File: src/rtl/bht_pkg.sv
package bht_pkg;

    typedef logic [1:0] hist_t;

    localparam hist_t HIST_STRONG_T = 2'b11;
    localparam hist_t HIST_STRONG_N = 2'b00;

endpackage

File: src/rtl/bht_index.sv
module bht_index #(
    parameter int PC_W  = 32,
    parameter int IDX_W = 5
) (
    input  logic [PC_W-1:0]  pc,
    output logic [IDX_W-1:0] idx
);
    // Direct-mapped: the low bits of the PC choose the slot, no tag kept.
    assign idx = pc[IDX_W-1:0];

endmodule

File: src/rtl/bht_hist_next.sv
module bht_hist_next
    import bht_pkg::*;
#(
    parameter bit TWO_BIT = 1'b1
) (
    input  logic  cur_vld,
    input  hist_t cur_hist,
    input  logic  taken,
    output hist_t nxt_hist
);
    generate
        if (TWO_BIT) begin : g_two
            always_comb begin
                if (!cur_vld) begin
                    nxt_hist = taken ? HIST_STRONG_T : HIST_STRONG_N;
                end else if (taken) begin
                    nxt_hist = (cur_hist == HIST_STRONG_T) ? cur_hist : cur_hist + 2'd1;
                end else begin
                    nxt_hist = (cur_hist == HIST_STRONG_N) ? cur_hist : cur_hist - 2'd1;
                end
            end
        end else begin : g_one
            // Single bit of history, mirrored into both bits so bit 1 predicts.
            always_comb begin
                nxt_hist = {taken, taken};
            end
        end
    endgenerate

endmodule

File: src/rtl/bht_store.sv
module bht_store
    import bht_pkg::*;
#(
    parameter int ENTRIES = 32,
    parameter int TGT_W   = 32,
    parameter bit TWO_BIT = 1'b1,
    localparam int IDX_W  = $clog2(ENTRIES)
) (
    input  logic             clk,
    input  logic             rst,
    input  logic [IDX_W-1:0] rd_idx,
    output logic             rd_vld,
    output hist_t            rd_hist,
    output logic [TGT_W-1:0] rd_tgt,
    input  logic             wr_en,
    input  logic [IDX_W-1:0] wr_idx,
    input  logic             wr_taken,
    input  logic [TGT_W-1:0] wr_tgt
);
    typedef struct packed {
        logic             vld;
        hist_t            hist;
        logic [TGT_W-1:0] tgt;
    } slot_t;

    slot_t [ENTRIES-1:0] tab_d, tab_q;
    slot_t               wr_old;
    hist_t               wr_hist;

    assign wr_old = tab_q[wr_idx];

    bht_hist_next #(.TWO_BIT(TWO_BIT)) u_hist (
        .cur_vld  (wr_old.vld),
        .cur_hist (wr_old.hist),
        .taken    (wr_taken),
        .nxt_hist (wr_hist)
    );

    always_comb begin
        tab_d = tab_q;
        if (wr_en) begin
            tab_d[wr_idx].vld  = 1'b1;
            tab_d[wr_idx].hist = wr_hist;
            tab_d[wr_idx].tgt  = wr_tgt;
        end
    end

    always_ff @(posedge clk) begin
        if (rst) begin
            tab_q <= '0;
        end else begin
            tab_q <= tab_d;
        end
    end

    // Read sees registered contents only: a same-cycle write is not visible.
    assign rd_vld  = tab_q[rd_idx].vld;
    assign rd_hist = tab_q[rd_idx].hist;
    assign rd_tgt  = tab_q[rd_idx].tgt;

    logic [ENTRIES-1:0] vld_vec;
    always_comb begin
        for (int i = 0; i < ENTRIES; i++) vld_vec[i] = tab_q[i].vld;
    end

    assert_reset_clears_R1: assert property (@(posedge clk)
        $past(rst) |-> (vld_vec == '0));

    assert_write_sets_valid_R4: assert property (@(posedge clk) disable iff (rst)
        wr_en |=> tab_q[$past(wr_idx)].vld);

    assert_sat_high_R5: assert property (@(posedge clk) disable iff (rst)
        (wr_en && wr_taken && wr_old.vld && wr_old.hist == HIST_STRONG_T)
        |=> tab_q[$past(wr_idx)].hist == HIST_STRONG_T);

    assert_sat_low_R5: assert property (@(posedge clk) disable iff (rst)
        (wr_en && !wr_taken && wr_old.vld && wr_old.hist == HIST_STRONG_N)
        |=> tab_q[$past(wr_idx)].hist == HIST_STRONG_N);

    assert_target_stored_R7: assert property (@(posedge clk) disable iff (rst)
        wr_en |=> tab_q[$past(wr_idx)].tgt == $past(wr_tgt));

    assert_idle_hold_R10: assert property (@(posedge clk) disable iff (rst)
        (!wr_en && !$past(rst)) |=> $stable(tab_q));

endmodule

File: src/rtl/branch_target_table.sv
module branch_target_table #(
    parameter int ENTRIES = 32,
    parameter int PC_W    = 32,
    parameter int TGT_W   = 32,
    parameter bit TWO_BIT = 1'b1,
    localparam int IDX_W  = $clog2(ENTRIES)
) (
    input  logic             clk,
    input  logic             rst,
    input  logic [PC_W-1:0]  lk_pc,
    output logic             lk_hit,
    output logic             lk_taken,
    output logic [TGT_W-1:0] lk_target,
    input  logic             up_en,
    input  logic [PC_W-1:0]  up_pc,
    input  logic             up_taken,
    input  logic [TGT_W-1:0] up_target
);
    import bht_pkg::*;

    logic [IDX_W-1:0] rd_idx, wr_idx;
    logic             rd_vld;
    hist_t            rd_hist;
    logic [TGT_W-1:0] rd_tgt;

    bht_index #(.PC_W(PC_W), .IDX_W(IDX_W)) u_rd_idx (.pc(lk_pc), .idx(rd_idx));
    bht_index #(.PC_W(PC_W), .IDX_W(IDX_W)) u_wr_idx (.pc(up_pc), .idx(wr_idx));

    bht_store #(.ENTRIES(ENTRIES), .TGT_W(TGT_W), .TWO_BIT(TWO_BIT)) u_store (
        .clk      (clk),
        .rst      (rst),
        .rd_idx   (rd_idx),
        .rd_vld   (rd_vld),
        .rd_hist  (rd_hist),
        .rd_tgt   (rd_tgt),
        .wr_en    (up_en),
        .wr_idx   (wr_idx),
        .wr_taken (up_taken),
        .wr_tgt   (up_target)
    );

    always_comb begin
        lk_hit    = rd_vld;
        lk_taken  = rd_vld & rd_hist[1];
        lk_target = rd_vld ? rd_tgt : '0;
    end

    assert_miss_quiet_R2: assert property (@(posedge clk) disable iff (rst)
        !lk_hit |-> (!lk_taken && lk_target == '0));

endmodule

File: config.mk
export PLATFORM = sky130hd
export DESIGN_NAME = branch_target_table
export DESIGN_NICKNAME = d
export VERILOG_FILES = /design/src/rtl/bht_pkg.sv /design/src/rtl/bht_index.sv /design/src/rtl/bht_hist_next.sv /design/src/rtl/bht_store.sv /design/src/rtl/branch_target_table.sv
export SDC_FILE = /design/constraint.sdc
export NUM_CORES = 2
export LEC_CHECK = 0
export ABC_AREA = 1
export BUFFER_PORTS_ARGS = -buffer_cell sky130_fd_sc_hd__buf_2
export CAP_MARGIN = 20
export CELL_PAD_IN_SITES_DETAIL_PLACEMENT = 0
export CELL_PAD_IN_SITES_GLOBAL_PLACEMENT = 1
export CORE_UTILIZATION = 41
export DETAILED_ROUTE_END_ITERATION = 7
export PLACE_DENSITY = 0.88
export RECOVER_POWER = 50
export SYNTH_ARGS = -nofsm -noshare
export SYNTH_HDL_FRONTEND = slang
export SYNTH_SLANG_ARGS = --single-unit
export TNS_END_PERCENT = 1
File: constraint.sdc
create_clock -name clk -period 1.98 [get_ports clk]
set_clock_uncertainty 0.15 [all_clocks]
set_input_delay 0.297 -clock clk [delete_from_list [all_inputs] [get_ports clk]]
set_output_delay 0.297 -clock clk [all_outputs]
set_load 0.02 [all_outputs]
## Word level (Yosys, flattened, before mapping)

Index checks and enable logic that the tools add are counted.

| storage, ports and cells | value |
|---|---|
| flip-flop bits (word level) | 1120 |
| input port bits | 100 |
| output and inout port bits | 34 |
| logic and storage cells | 124 |

| operators by class | value |
|---|---|
| add/sub/neg operators | 2 |
| order comparisons | 3 |
| eq/ne operators | 1 |
| multiplexer cells | 19 |
| bitwise operators | 1 |
| reductions and logical operators | 2 |

Operator list:

| kind | number |
|---|---|
| $bwmux W1120 | 3 |
| $demux W35 S5 | 3 |
| $bmux W35 S5 | 2 |
| $mux W35 | 3 |
| $mux W32 | 2 |
| $mux W34 | 1 |
| $lt A5 B6 Y1 const B | 2 |
| $mux W2 | 5 |
| $ge A5 B1 Y1 const B | 1 |
| $add A2 B1 Y2 const B | 1 |
| $eq A2 B2 Y1 const B | 1 |
| $logic_not A2 Y1 | 1 |
| $sub A2 B1 Y2 const B | 1 |
| $and A1 B1 Y1 | 1 |
| $logic_and A1 B1 Y1 | 1 |

## Depth between registers and ports, before layout

| depth | value |
|---|---|
| depth in word-level cells | 8 |
| depth in mapped cells | 19 |
| mapped depth without buffers | 16 |

## Hierarchy

A second synthesis with hierarchy kept.

| second synthesis, totals | value |
|---|---|
| cells, all modules | 7885 |
| area total of the unflattened synthesis | 51783.4 um2 |

Modules (own cells, without submodules):

| module | times used | cells an instance | area each (um2) | sequential area each (um2) |
|---|---|---|---|---|
| bht_store | 1 | 7793 | 51339.2 | 22421.5 |
| branch_target_table | 1 | 70 | 321.6 | 0.0 |
| bht_index | 2 | 5 | 37.5 | 0.0 |
| bht_hist_next | 1 | 12 | 47.5 | 0.0 |

## Worst setup path before layout

OpenSTA, ideal clock, no wires.

| timing path | value |
|---|---|
| path type | input port to output port |
| start point | input lk_pc[0] |
| end point | output lk_target[20] |
| data arrival time | 1770 ps |
| required time | 1533 ps |
| setup slack | -237 ps |
| stages on the path | 10 |
| path buffers | 3 |
| cell sequence | inv_1 buf_2 buf_2 clkbuf_1 nor2_1 o221ai_1 o211ai_1 nand3_1 nand2_1 nor2_1 |

| between the ends | value |
|---|---|
| longest elaborated chain between the ends | 3 |

Ends and longest elaborated chain:

| item | line | RTL |
|---|---|---|
| start: declaration | branch_target_table.sv:10 | `input logic [PC_W-1:0] lk_pc,` |
| $bmux W35 S5 | bht_store.sv:57, bht_store.sv:59 |  |
| $mux W35 (implied by the code) | bht_store.sv:57 | `assign rd_vld = tab_q[rd_idx].vld;` |
| $mux W32 | branch_target_table.sv:45 | `lk_target = rd_vld ? rd_tgt : '0;` |
| end: declaration | branch_target_table.sv:13 | `output logic [TGT_W-1:0] lk_target,` |

No other way between the ends. The select of a mux whose other input is x is not followed.

## Worst setup path in the final report

| timing path | value |
|---|---|
| start point | register u_store.tab_q[699] in the netlist's numbering |
| end point | register u_store.tab_q[1048] in the netlist's numbering |

| between the ends | value |
|---|---|
| longest elaborated chain between the ends | 5 |

Ends and longest elaborated chain:

| item | line | RTL |
|---|---|---|
| start: declaration | bht_store.sv:26 | `slot_t [ENTRIES-1:0] tab_d, tab_q;` |
| start signal: assignment | bht_store.sv:52 | `tab_q <= tab_d;` |
| $bmux W35 S5 | bht_store.sv:30 | `assign wr_old = tab_q[wr_idx];` |
| $mux W35 (implied by the code) | bht_store.sv:30 |  |
| $mux W2 | bht_hist_next.sv:14 | `if (!cur_vld) begin` |
| $bwmux W1120 | bht_store.sv:43 | `tab_d[wr_idx].hist = wr_hist;` |
| $bwmux W1120 | bht_store.sv:44 | `tab_d[wr_idx].tgt = wr_tgt;` |

No other way between the ends. The select of a mux whose other input is x is not followed.
A chain may end at the register's enable or synchronous reset.

==> results.txt <==
The clock buffer count from CTS came out at 116. The achievable frequency came out at 341.5 MHz. Global routing consumed, on the met3 layer, 6.060% of the routing resources. The area of all placed cells without fillers is 60760 um^2. The number of nets in the layout came out at 7486.

The minimum hold slack came out at 45.20 ps. The number of vias in the routed layout is 52989. In the final routed layout, each cell accounts on average for 21.89 um. The proportion of register bits with asynchronous set or reset after synthesis is 0%. The checks that failed: negative setup slack. For this run, design rule violations remaining after detail routing come to 0. The detailed placement HPWL came out at 121800 um. The met1 demand-to-capacity share in global routing came out at 43.48%. The first detailed-routing pass ran for 6 iterations. The required time at the worst-slack endpoint is 2470 ps. The area growth from synthesis to layout is 21.59%.

The standard cell area after detailed placement is 56240 um^2. The cell with the most instances on the worst path is buf_4. The later-pin clock latency in the skew report came out at 750 ps. The fraction of final layout cells with drive strength greater than 1 is 13.08%.

By startpoint and endpoint, the worst setup path is classified as reg2reg. The most used flip-flop cell after synthesis is dfxtp_1. The count of fill cells added during filler insertion is 11693. The path class of the tightest hold or removal check is in2reg.

In the final layout, the registers with the most flip-flops are u_store.tab_q: 1120 flops. The number of port buffers came out at 79. The nature of the critical path startpoint is a register. Clock tree synthesis found a total of 1120 sinks. The clock slew seen by the registers of the worst setup and hold paths came out at 60 ps. The total power per unit cell area came out at 848.8 nW/um^2. The area occupied by registers came out at 22430 um^2. The cell family contributing the most delay on the critical path is buffers and inverters. The number of ports placed on the die boundary came out at 134. The floorplan step defined a die boundary enclosing 123300 um^2.

The critical path buffer and inverter count is 14. The leakage power is 24.33 nW. The number of cells produced by synthesis is 7269. The height of the die came out at 351.1 um. The starting density of the core is 41.49%. Walking the worst path, the cells encountered are inv_2 -> buf_4 -> buf_4 -> buf_4 -> buf_4 -> buf_4 -> buf_4 -> buf_4 -> buf_4 -> buf_4 -> nand2_1 -> nand2_1 -> nand2_1 -> nand2_1 -> nand2_1 -> nand2_1 -> inv_2 -> nand2_2 -> o21ai_4 -> buf_6 -> clkbuf_16 -> nand3_2 -> nand2_1 -> inv_1.

The max-slew violation count came out at 0. The placeable core area is 120400 um^2. The number of cells on the worst hold path is 4. The synthesized area divided by synthesized cell count came out at 6.875 um^2. The number of synthesized flops with an enable pin came out at 0. The part of the Yosys area used for sequential elements is 44.87%. The count of distinct cell types in the synthesized netlist is 25. The run finished, with violations left. The number of antenna violations at the first check in global routing came out at 7. The synthesized design contains 1120 register bits. The number of buffers on the longest clock path is 3. During synthesis, Yosys emitted a total of 0 warnings.

The tool flagged a number of max-cap violations equal to 0. The antenna diode count is 0. The highest net fanout along the worst path came out at 5.

For met2 alone, demand over resource in global routing was 47.08%. The remaining antenna violation count came out at 0. The transition time at the pin with the least slew margin is 756.3 ps. The worst pin sits at a relative slew slack of 49.58%.

The overall global routing resource usage came out at 31.38%. After detailed routing, the number of vias per cell comes to 5.831. The via count of the first global-routing pass is 49366. In the post-route analysis, the smallest setup slack over all paths is -948.0 ps. The total wirelength of the detailed-routed design came out at 198900 um. The maximum number of pins on one net before global-route repair is 114. The initial DRC count came out at 7264. The combined area of all synthesized cells came out at 49970 um^2. The die span in x is 351.1 um. The first global-routing pass estimated 298800 um of wire. The smallest clock period supported by the final layout is computed as 2928 ps. The post-synth net total came out at 7369.

The worst setup path is captured at a register. met2 is the most crowded layer. The final weighted congestion in routability-driven placement came out at 0.9209.

u_store.tab_q holds more flip-flops than any other register. The multi-input gate area in the final layout is 24090 um^2. After routing, the total negative slack on setup checks comes to -111500 ps. The final cycle utilization of the critical path is 147.9%.

After floorplanning, the core was divided into 127 placement rows. Setup repair after global routing could not meet its margin everywhere. IR analysis of the VDD net gives a maximum drop of 0.6637 mV. The clock tree from TritonCTS is done. The flip-flop count of the largest register, all copies and words added is 1120. The longest individual stage delay on the worst path came out at 330 ps. The number of failing setup endpoints in the final timing report came out at 492.

The path depth of the worst reg2reg path came out at 24. The number of levels in the clock H-tree came out at 3. The data arrival time of the worst path is 3420 ps. In this run the number of cells on the critical path is 24.

The master of the slowest instance on the critical path is dfxtp_2. The hold violation count in the final report came to 0. The root cell of the clock tree is clkbuf_16. After global routing the overflow that remains totals 0.
==> what timing repair did <==
action / CTS / global route
hold buffers: 33 / 0
gates resized for setup: 64 / 39
setup endpoints to repair: 78 / 99
cloned: 0 / 4
buffers inserted: 24 / 3
hold endpoints to repair: 700 / 0
pin swaps: 11 / 18
==> layout make-up <==
cell class	count	share of cell area [%]
multi-input cells	5274	39.65
flip-flops and latches	1120	36.91
repair buffers	677	12.37
clock buffers	174	5.747
well taps	1612	3.319
inverters	197	1.252
clock inverters	34	0.7454
==> cells in the final DEF, fill, tap and decap left out, drive strengths merged <==
cell type	instances
dfxtp	1120
clkbuf	208
nor3	1032
clkinvlp	2
bufinv	8
nor2	2691
o21ai	571
a21oi	109
o22ai	24
dlygate4sd3	33
clkinv	27
o221ai	232
o211ai	24
nand2	340
inv	194
nand3	251
buf	610
==> power by group <==
part	switching [mW]	internal [mW]	leakage [nW]
combinational	3.78	1.99	13.3
clock	9.66	13.2	1.95
sequential	0.149	22.8	9.04
==> synthesized netlist by cell type (2+ instances only) <==
master | count | share of area, %
a21oi_1 | 109 | 1.1
buf_1 | 64 | 0.48
buf_2 | 79 | 0.79
buf_4 | 83 | 1.2
buf_6 | 19 | 0.43
clkbuf_1 | 433 | 3.3
clkinv_1 | 5 | 0.038
dfxtp_1 | 1120 | 45
inv_1 | 154 | 1.2
inv_2 | 38 | 0.29
nand2_1 | 325 | 2.4
nand2_2 | 15 | 0.19
nand3_1 | 251 | 2.5
nor2_1 | 2689 | 20
nor2_2 | 2 | 0.025
nor3_1 | 1015 | 10
nor3_2 | 16 | 0.32
o211ai_1 | 24 | 0.36
o21ai_0 | 561 | 5.6
o21ai_1 | 8 | 0.080
o221ai_1 | 232 | 4.1
o22ai_1 | 24 | 0.30
==> through the flow <==
step                power [mW]  instances  worst slack (ps)  util [%]
floorplan                26.46       7269            -74.84         -
global placement         28.83       8816            -693.0     46.69
detailed placement       28.87       8816            -726.3     46.69
CTS                      51.49       9081            -864.7     50.53
global route             52.95       9088             -1053     50.45
finish                   51.57       9088            -948.0     50.45
==> metal layers <==
metal	vias up	wire length (um)
li1	24157	-
met5	-	104
met3	565	23800
met1	24952	81250
met4	14	9322
met2	3301	84440
==> cells by family after synthesis <==
kind of cell / synth area share (%)
AOI/OAI and AO/OA: 11.57
DFF: 44.87
buffers and inverters: 7.679
and+or+nand+nor: 35.88
==> worst min-delay path, cell delays in order <==
cell and delay, ps:
buf_2 100, buf_4 250, nor2_1 160, nor3_1 50
==> path summary, 6_finish.rpt <==
kind | end | from | slack [ps]
setup / recovery | u_store.tab_q[1048]$_SDFFE_PP0P_ | u_store.tab_q[699]$_SDFFE_PP0P_ | -950
hold / removal | u_store.tab_q[195]$_SDFFE_PP0P_ | up_target[20] | 50
setup reg to reg | u_store.tab_q[1048]$_SDFFE_PP0P_ | u_store.tab_q[699]$_SDFFE_PP0P_ | -950
hold reg to reg | u_store.tab_q[349]$_SDFFE_PP0P_ | u_store.tab_q[349]$_SDFFE_PP0P_ | 330
(Power assumes the default switching activity.)
